File: config.mk
export PLATFORM = sky130hd
export DESIGN_NAME = can_acf_matcher
export DESIGN_NICKNAME = d
export VERILOG_FILES = /design/src/rtl/can_acf_pkg.sv /design/src/rtl/can_acf_regs.sv /design/src/rtl/can_acf_mask_sel.sv /design/src/rtl/can_acf_cmp.sv /design/src/rtl/can_acf_matcher.sv
export SDC_FILE = /design/constraint.sdc
export NUM_CORES = 2
export LEC_CHECK = 0
export BUFFER_PORTS_ARGS = -buffer_cell sky130_fd_sc_hd__buf_4
export CAP_MARGIN = 40
export CORE_ASPECT_RATIO = 1.5
export CORE_UTILIZATION = 35
export DETAILED_ROUTE_END_ITERATION = 10
export MAX_ROUTING_LAYER = met4
export PLACE_DENSITY_LB_ADDON = 0.15
export SLEW_MARGIN = 20
export SYNTH_ARGS = -nofsm -noshare
export SYNTH_HDL_FRONTEND = slang
export SYNTH_HIERARCHICAL = 1
export SYNTH_SLANG_ARGS = --single-unit
File: constraint.sdc
create_clock -name clk -period 2.8 [get_ports clk]
set_clock_uncertainty 0.05 [all_clocks]
set_input_delay 0.7 -clock clk [delete_from_list [all_inputs] [get_ports clk]]
set_output_delay 0.7 -clock clk [all_outputs]
set_load 0.01 [all_outputs]
File: src/rtl/can_acf_pkg.sv
package can_acf_pkg;

    localparam int ID_W    = 29;
    localparam int WORD_W  = 32;
    localparam int IDE_BIT = 31;
    localparam int RTR_BIT = 30;

    // slot word: ide | rtr | enable | identifier
    typedef struct packed {
        logic            ide;
        logic            rtr;
        logic            en;
        logic [ID_W-1:0] id;
    } slot_word_t;

    typedef enum logic {
        ST_IDLE   = 1'b0,
        ST_RESULT = 1'b1
    } acf_state_e;

endpackage

File: src/rtl/can_acf_regs.sv
module can_acf_regs
    import can_acf_pkg::*;
#(
    parameter int NUM_SLOTS = 32,
    parameter int AW        = 7
) (
    input  logic                               clk,
    input  logic                               rst_n,
    input  logic                               wr_en,
    input  logic [AW-1:0]                      wr_addr,
    input  logic [WORD_W-1:0]                  wr_data,
    output logic [NUM_SLOTS-1:0][WORD_W-1:0]   slot_q,
    output logic [NUM_SLOTS-1:0][WORD_W-1:0]   imask_q,
    output logic [WORD_W-1:0]                  gmask_q,
    output logic [WORD_W-1:0]                  dmask_a_q,
    output logic [WORD_W-1:0]                  dmask_b_q,
    output logic [WORD_W-1:0]                  qmask_q
);

    localparam int IMASK_BASE = NUM_SLOTS;
    localparam int GMASK_ADDR = 2 * NUM_SLOTS;
    localparam int DMA_ADDR   = GMASK_ADDR + 1;
    localparam int DMB_ADDR   = GMASK_ADDR + 2;
    localparam int QM_ADDR    = GMASK_ADDR + 3;

    genvar g;
    generate
        for (g = 0; g < NUM_SLOTS; g++) begin : g_slot
            always_ff @(posedge clk or negedge rst_n) begin
                if (!rst_n) begin
                    slot_q[g]  <= '0;
                    imask_q[g] <= '0;
                end else if (wr_en) begin
                    if (wr_addr == AW'(g))
                        slot_q[g] <= wr_data;
                    if (wr_addr == AW'(IMASK_BASE + g))
                        imask_q[g] <= wr_data;
                end
            end
        end
    endgenerate

    always_ff @(posedge clk or negedge rst_n) begin
        if (!rst_n) begin
            gmask_q   <= '0;
            dmask_a_q <= '0;
            dmask_b_q <= '0;
            qmask_q   <= '0;
        end else if (wr_en) begin
            if (wr_addr == AW'(GMASK_ADDR)) gmask_q   <= wr_data;
            if (wr_addr == AW'(DMA_ADDR))   dmask_a_q <= wr_data;
            if (wr_addr == AW'(DMB_ADDR))   dmask_b_q <= wr_data;
            if (wr_addr == AW'(QM_ADDR))    qmask_q   <= wr_data;
        end
    end

endmodule

File: src/rtl/can_acf_mask_sel.sv
module can_acf_mask_sel
    import can_acf_pkg::*;
#(
    parameter int NUM_SLOTS = 32,
    parameter int QSEG      = 8,
    parameter int DED_A     = 14,
    parameter int DED_B     = 15,
    parameter int QSZ_W     = 2
) (
    input  logic                              mask_indiv,
    input  logic                              queue_en,
    input  logic [QSZ_W-1:0]                  queue_size,
    input  logic [NUM_SLOTS-1:0][WORD_W-1:0]  imask_q,
    input  logic [WORD_W-1:0]                 gmask_q,
    input  logic [WORD_W-1:0]                 dmask_a_q,
    input  logic [WORD_W-1:0]                 dmask_b_q,
    input  logic [WORD_W-1:0]                 qmask_q,
    output logic [NUM_SLOTS-1:0][WORD_W-1:0]  eff_mask
);

    localparam int QL_W = $clog2(NUM_SLOTS) + 2;

    logic [QL_W-1:0] q_len;

    always_comb begin
        q_len = (QL_W'(queue_size) + QL_W'(1)) * QL_W'(QSEG);
    end

    genvar n;
    generate
        for (n = 0; n < NUM_SLOTS; n++) begin : g_sel
            logic in_queue;
            logic [WORD_W-1:0] shared_m;

            assign in_queue = queue_en && (QL_W'(n) < q_len);

            if (n == DED_A) begin : g_ded_a
                assign shared_m = dmask_a_q;
            end else if (n == DED_B) begin : g_ded_b
                assign shared_m = dmask_b_q;
            end else begin : g_plain
                assign shared_m = gmask_q;
            end

            always_comb begin
                if (mask_indiv)
                    eff_mask[n] = imask_q[n];
                else if (in_queue)
                    eff_mask[n] = qmask_q;
                else
                    eff_mask[n] = shared_m;
            end
        end
    endgenerate

endmodule

File: src/rtl/can_acf_cmp.sv
module can_acf_cmp
    import can_acf_pkg::*;
#(
    parameter int NUM_SLOTS = 32,
    parameter int IDX_W     = 5
) (
    input  logic [NUM_SLOTS-1:0][WORD_W-1:0]  slot_q,
    input  logic [NUM_SLOTS-1:0][WORD_W-1:0]  eff_mask,
    input  logic                              ext_acc_en,
    input  logic [ID_W-1:0]                   frm_id,
    input  logic                              frm_ide,
    input  logic                              frm_rtr,
    output logic                              any_hit,
    output logic [IDX_W-1:0]                  win_idx
);

    logic [NUM_SLOTS-1:0] match;

    genvar n;
    generate
        for (n = 0; n < NUM_SLOTS; n++) begin : g_cmp
            slot_word_t sw;
            logic id_ok, ide_ok, rtr_ok;

            assign sw     = slot_word_t'(slot_q[n]);
            assign id_ok  = ((sw.id ^ frm_id) & eff_mask[n][ID_W-1:0]) == '0;
            assign ide_ok = ext_acc_en ? !(eff_mask[n][IDE_BIT] && (sw.ide != frm_ide))
                                       : (sw.ide == frm_ide);
            assign rtr_ok = !(eff_mask[n][RTR_BIT] && (sw.rtr != frm_rtr));
            assign match[n] = sw.en && id_ok && ide_ok && rtr_ok;
        end
    endgenerate

    // lowest index wins: scan downward so the last assignment is the lowest
    always_comb begin
        any_hit = 1'b0;
        win_idx = '0;
        for (int i = NUM_SLOTS - 1; i >= 0; i--) begin
            if (match[i]) begin
                any_hit = 1'b1;
                win_idx = IDX_W'(i);
            end
        end
    end

endmodule

File: src/rtl/can_acf_matcher.sv
module can_acf_matcher
    import can_acf_pkg::*;
#(
    parameter int NUM_SLOTS = 32,
    parameter int QSEG      = 8,
    parameter int DED_A     = 14,
    parameter int DED_B     = 15,
    parameter int QSZ_W     = 2,
    parameter int AW        = 7,
    parameter int IDX_W     = 5
) (
    input  logic              clk,
    input  logic              rst_n,
    input  logic              wr_en,
    input  logic [AW-1:0]     wr_addr,
    input  logic [31:0]       wr_data,
    input  logic              mask_indiv,
    input  logic              queue_en,
    input  logic [QSZ_W-1:0]  queue_size,
    input  logic              ext_acc_en,
    input  logic              frm_valid,
    input  logic [28:0]       frm_id,
    input  logic              frm_ide,
    input  logic              frm_rtr,
    output logic              res_valid,
    output logic              hit,
    output logic [IDX_W-1:0]  hit_idx,
    output logic              res_ide
);

    logic [NUM_SLOTS-1:0][WORD_W-1:0] slot_q;
    logic [NUM_SLOTS-1:0][WORD_W-1:0] imask_q;
    logic [NUM_SLOTS-1:0][WORD_W-1:0] eff_mask;
    logic [WORD_W-1:0] gmask_q, dmask_a_q, dmask_b_q, qmask_q;
    logic [NUM_SLOTS-1:0] slot_en;
    logic                 any_hit;
    logic [IDX_W-1:0]     win_idx;

    acf_state_e state_q, state_d;

    genvar n;
    generate
        for (n = 0; n < NUM_SLOTS; n++) begin : g_en
            assign slot_en[n] = slot_q[n][ID_W];
        end
    endgenerate

    can_acf_regs #(
        .NUM_SLOTS (NUM_SLOTS),
        .AW        (AW)
    ) u_regs (
        .clk       (clk),
        .rst_n     (rst_n),
        .wr_en     (wr_en),
        .wr_addr   (wr_addr),
        .wr_data   (wr_data),
        .slot_q    (slot_q),
        .imask_q   (imask_q),
        .gmask_q   (gmask_q),
        .dmask_a_q (dmask_a_q),
        .dmask_b_q (dmask_b_q),
        .qmask_q   (qmask_q)
    );

    can_acf_mask_sel #(
        .NUM_SLOTS (NUM_SLOTS),
        .QSEG      (QSEG),
        .DED_A     (DED_A),
        .DED_B     (DED_B),
        .QSZ_W     (QSZ_W)
    ) u_msel (
        .mask_indiv (mask_indiv),
        .queue_en   (queue_en),
        .queue_size (queue_size),
        .imask_q    (imask_q),
        .gmask_q    (gmask_q),
        .dmask_a_q  (dmask_a_q),
        .dmask_b_q  (dmask_b_q),
        .qmask_q    (qmask_q),
        .eff_mask   (eff_mask)
    );

    can_acf_cmp #(
        .NUM_SLOTS (NUM_SLOTS),
        .IDX_W     (IDX_W)
    ) u_cmp (
        .slot_q     (slot_q),
        .eff_mask   (eff_mask),
        .ext_acc_en (ext_acc_en),
        .frm_id     (frm_id),
        .frm_ide    (frm_ide),
        .frm_rtr    (frm_rtr),
        .any_hit    (any_hit),
        .win_idx    (win_idx)
    );

    // state register
    always_ff @(posedge clk or negedge rst_n) begin
        if (!rst_n) state_q <= ST_IDLE;
        else        state_q <= state_d;
    end

    // transitions: accept, chain, drain
    always_comb begin
        state_d = state_q;
        unique case (state_q)
            ST_IDLE:   state_d = frm_valid ? ST_RESULT : ST_IDLE;
            ST_RESULT: state_d = frm_valid ? ST_RESULT : ST_IDLE;
            default:   state_d = ST_IDLE;
        endcase
    end

    // outputs
    always_ff @(posedge clk or negedge rst_n) begin
        if (!rst_n) begin
            hit     <= 1'b0;
            hit_idx <= '0;
            res_ide <= 1'b0;
        end else if (frm_valid) begin
            hit     <= any_hit;
            hit_idx <= any_hit ? win_idx : '0;
            res_ide <= frm_ide;
        end else begin
            hit     <= 1'b0;
            hit_idx <= '0;
            res_ide <= 1'b0;
        end
    end

    assign res_valid = (state_q == ST_RESULT);

endmodule

**Yosys cells after proc, flatten, opt, wreduce, memory -nomap -nowiden**

Cells that the tools add are included.
Widths: inputs -> output; s select.

- Latch bits: 0
- Memory bits (writable): 0
- Memories kept: 0
- Logic and storage cells: 854
- ROM bits: 0
- Register bits: 2184

- Magnitude comparators: 32
- Multiplexer cells: 165
- Divide/modulo/power cells: 0
- Bitwise logic cells: 64
- Multipliers: 0
- Equal/unequal tests: 163
- Shift-type cells: 0
- Add/sub/neg operators: 1
- Reductions and logical operators: 357

Operators by type and width:

| kind | count |
|---|---|
| $mux 32 | 64 |
| $and 29x29->29 | 32 |
| $logic_not 29->1 | 32 |
| $xor 29x29->29 | 32 |
| $eq 7x6->1 const B | 32 |
| $logic_and 1x1->1 | 192 |
| $mux 5 | 34 |
| $reduce_and 2->1 | 68 |
| $eq 7x5->1 const B | 16 |
| $lt 5x7->1 const A | 16 |
| $mux 1 | 67 |
| $logic_not 1->1 | 64 |
| $ne 1x1->1 | 64 |
| $eq 7x4->1 const B | 8 |
| $lt 4x7->1 const A | 8 |
| $eq 1x1->1 | 32 |
| $eq 7x3->1 const B | 4 |
| $eq 7x7->1 const B | 4 |
| $lt 3x7->1 const A | 4 |
| $eq 7x2->1 const B | 2 |
| $lt 1x7->1 const A | 2 |
| $lt 2x7->1 const A | 2 |
| $eq 7x1->1 const B | 1 |
| $logic_not 7->1 | 1 |
| $add 2x1->3 const B | 1 |

**Depth between registers and ports, before layout**

- Word-level depth: 44
- Mapped depth: 19

**Hierarchy**

Netlist, hierarchy kept.

Modules (own cells, without submodules):

| module | cells each | area an instance (µm²) | instances |
|---|---|---|---|
| can_acf_regs | 4898 | 81778.4 | 1 |
| can_acf_cmp | 1908 | 14904.3 | 1 |
| can_acf_mask_sel | 1914 | 11941.5 | 1 |
| can_acf_matcher | 15 | 246.5 | 1 |

**Worst setup path after synthesis**

OpenSTA, ideal clock, no wires.

- Path kind: input -> register
- Start point: input port queue_size[0]
- End point: register hit_idx[0]
- Data arrival time: 3714 ps
- Data required time: 2630 ps
- Slack: -1084 ps
- Library setup time: 120 ps
- Stages: 19
- Buffers on the path: 3
- Path through: buf_2 and3_1 buf_6 buf_6 mux2i_4 nand2_1 nand2b_1 a22oi_1 nand4_1 or4_1 a21oi_1 nor2_1 o21bai_2 a21oi_1 o41ai_1 a21oi_1 o31ai_1 a21oi_1 and3_1

RTL lines:

| what | RTL line | source |
|---|---|---|
| from (decl) | can_acf_matcher.sv:19 | `input logic [QSZ_W-1:0] queue_size,` |
| to (signal assigned) | can_acf_matcher.sv:121 | `hit_idx <= any_hit ? win_idx : '0;` |
| to (decl) | can_acf_matcher.sv:27 | `output logic [IDX_W-1:0] hit_idx,` |

==> summary.txt <==
dpl ws: -2460 ps
unrepaired setup endpoints after global routing: yes
Final setup viols: 6
syn_area_per_cell: 12.5 µm²
IO Port Bufs: 86
Detailed Place HPWL: 330 mm
Slew @ Worst Pin: 928 ps
vias in the first global route: 79477
Tcrit/Tclk final: 135%
clock sink count: 2148
leading cell type in the layout, fill and taps excluded: dfrtp_1
WL/cell: 34.9 µm
DRT iter0 DRCs: 6687
antenna violations before repair: 45
P_leak: 69.9 nW
Reg2Reg Depth: 16
max incr delay on CP: 530 ps
Vias per Instance: 5.65
crit-path max FO: 4
ratio of cells with drive above 1 in the final layout: 43.5%
Die ar.: 0.309 mm²
worst hold stages: 2
Worst VDD drop: 476 µV
Max-Cap Viols: 0
Slew Limit Fails: 0
grt met2 use: 50.0%
first-pass GRT wire length: 656 mm
Die X: 454 µm
Synth Net Count: 8688
CTS H-tree lvls: 4
FMAX: 264 MHz
CP max-delay cell: o41ai_4
failing checks: negative setup slack
gr usage total: 31.4%
Post-Route Utilization: 43.2%
final setup margin: -983 ps
crit path DAT: 4560 ps
Required @ worst endpoint: 3580 ps
Clk Latency, worst-skew pair: 960 ps
GR Layer Usage met3: 3.60%
Slew HR: 38.1%
Mapped Area: 0.107 mm²
Final min period: 3780 ps
root buffer cell: clkbuf_16
Worst-path clk slew: 70 ps
die height: 680 µm
most frequent cells in the layout: dfrtp_1, mux2_2, buf_4
post-route insts no fill: 13610
Final Wtd Congestion: 0.972
largest net degree at the start of global routing: 124
placed cell count: 13134
Post-Synthesis Cells: 8609
row cnt: 248
Cell Chain, Critical Path: buf_4, nand2b_1, mux2_4, buf_4, nand2_1, a22oi_2, nand4_1, nor4_4, buf_4, o21bai_4, a21oi_2, o41ai_4, a21oi_2, o31ai_2, a21oi_2, and3_1
WL final: 475 mm
Worst setup EP type: register
Post-layout nets: 9513
total CTS buffers: 224
Min-Delay Path Class: in -> reg
power per cell area: 609 mW/mm²
antenna viol nets, final: 0
CTS tree: done
R2R setup slack: -980 ps
met1 usage: 38.7%
busiest layer in global routing: met2
DR vias: 76918
Final Hold Fails: 0
Top Ports: 87
core area: 0.304 mm²
Syn-to-layout area delta: 22.6%
startpoint types: register
Longest Clk Path Bufs: 4
Crit Path Class: reg -> reg
DRC: 0
Overflow after GRT: 0
initial core utilization: 35.2%
Ys Warns: 6
status: complete, but fails checks
drt first pass iters: 6
## metrics by stage
| step | power, W | instance area (µm²) | TNS, ps | hold WS (ps) |
|---|---|---|---|---|
| 6_report | 0.0800 | 131000 | -4870 | 36.6 |
| 5_1_grt | 0.0825 | 131000 | -5140 | 22.1 |
| 4_1_cts | 0.0803 | 131000 | -4310 | 15.2 |
| 3_5_place_dp | 0.0494 | 122000 | -12980 | 425 |
| 3_3_place_gp | 0.0492 | 122000 | -14180 | 417 |
| 2_1_floorplan | 0.0421 | 107000 | -3320 | 354 |
## per-layer routing
| layer | routed length (µm) | up-vias |
|---|---|---|
| met4 | 31500 | 0 |
| li1 | - | 32117 |
| met3 | 23500 | 941 |
| met1 | 194000 | 41173 |
| met2 | 226000 | 2687 |
| met5 | 0 | - |
## registers in the layout, summed over array words and instances, names as in the netlist
register,count
res_ide,1
u_regs/slot_q,1024
hit,1
res_valid,1
u_regs/dmask_b_q,31
u_regs/gmask_q,31
hit_idx,5
u_regs/qmask_q,31
u_regs/imask_q,992
u_regs/dmask_a_q,31
## final timing paths
check / to / from
worst max-delay path: hit_idx[0]$_DFF_PN0_ / u_regs/qmask_q[6]$_DFFE_PN0P_
worst max register to register: hit_idx[0]$_DFF_PN0_ / u_regs/qmask_q[6]$_DFFE_PN0P_
min in group asynchronous: u_regs/imask_q[326]$_DFFE_PN0P_ / rst_n
worst min register to register: u_regs/slot_q[509]$_DFFE_PN0P_ / u_regs/slot_q[509]$_DFFE_PN0P_
max in group asynchronous: u_regs/imask_q[395]$_DFFE_PN0P_ / rst_n
worst min-delay path: u_regs/slot_q[1006]$_DFFE_PN0P_ / wr_data[14]
## final cells by class
cell class / count / area [µm²]
diodes: 14 / 35.0
clock buffers: 335 / 6630
clock inverters: 53 / 538
fillers: 28156 / 173000
inverters: 8 / 35.0
multi-input cells: 5697 / 51100
flip-flops and latches: 2148 / 53800
well taps: 4000 / 5000
repair buffers: 1355 / 14400
## critical path: cells and delay by family (launching register included)
kind                   cells  cell delay (ps)
multiplexers               1              230
AO/OA/AOI/OAI              7             1400
flip-flops                 1              390
AND/OR/NAND/NOR            5             1020
buffers and inverters      3              530
## timing repair
action	CTS	global route
gates resized for setup	247	75
endpoints found under the hold margin	144	0
hold buffers	2	0
endpoints found under the setup margin	6	6
pin swaps	81	56
cloned	2	1
buffers inserted	54	23
## where the power goes
| group | internal [W] | switching [W] |
|---|---|---|
| Clock | 0.0171 | 0.0134 |
| Combinational | 0.00621 | 0.00815 |
| Sequential | 0.0336 | 0.00162 |
Note: power is estimated with default switching activity, not from simulation.
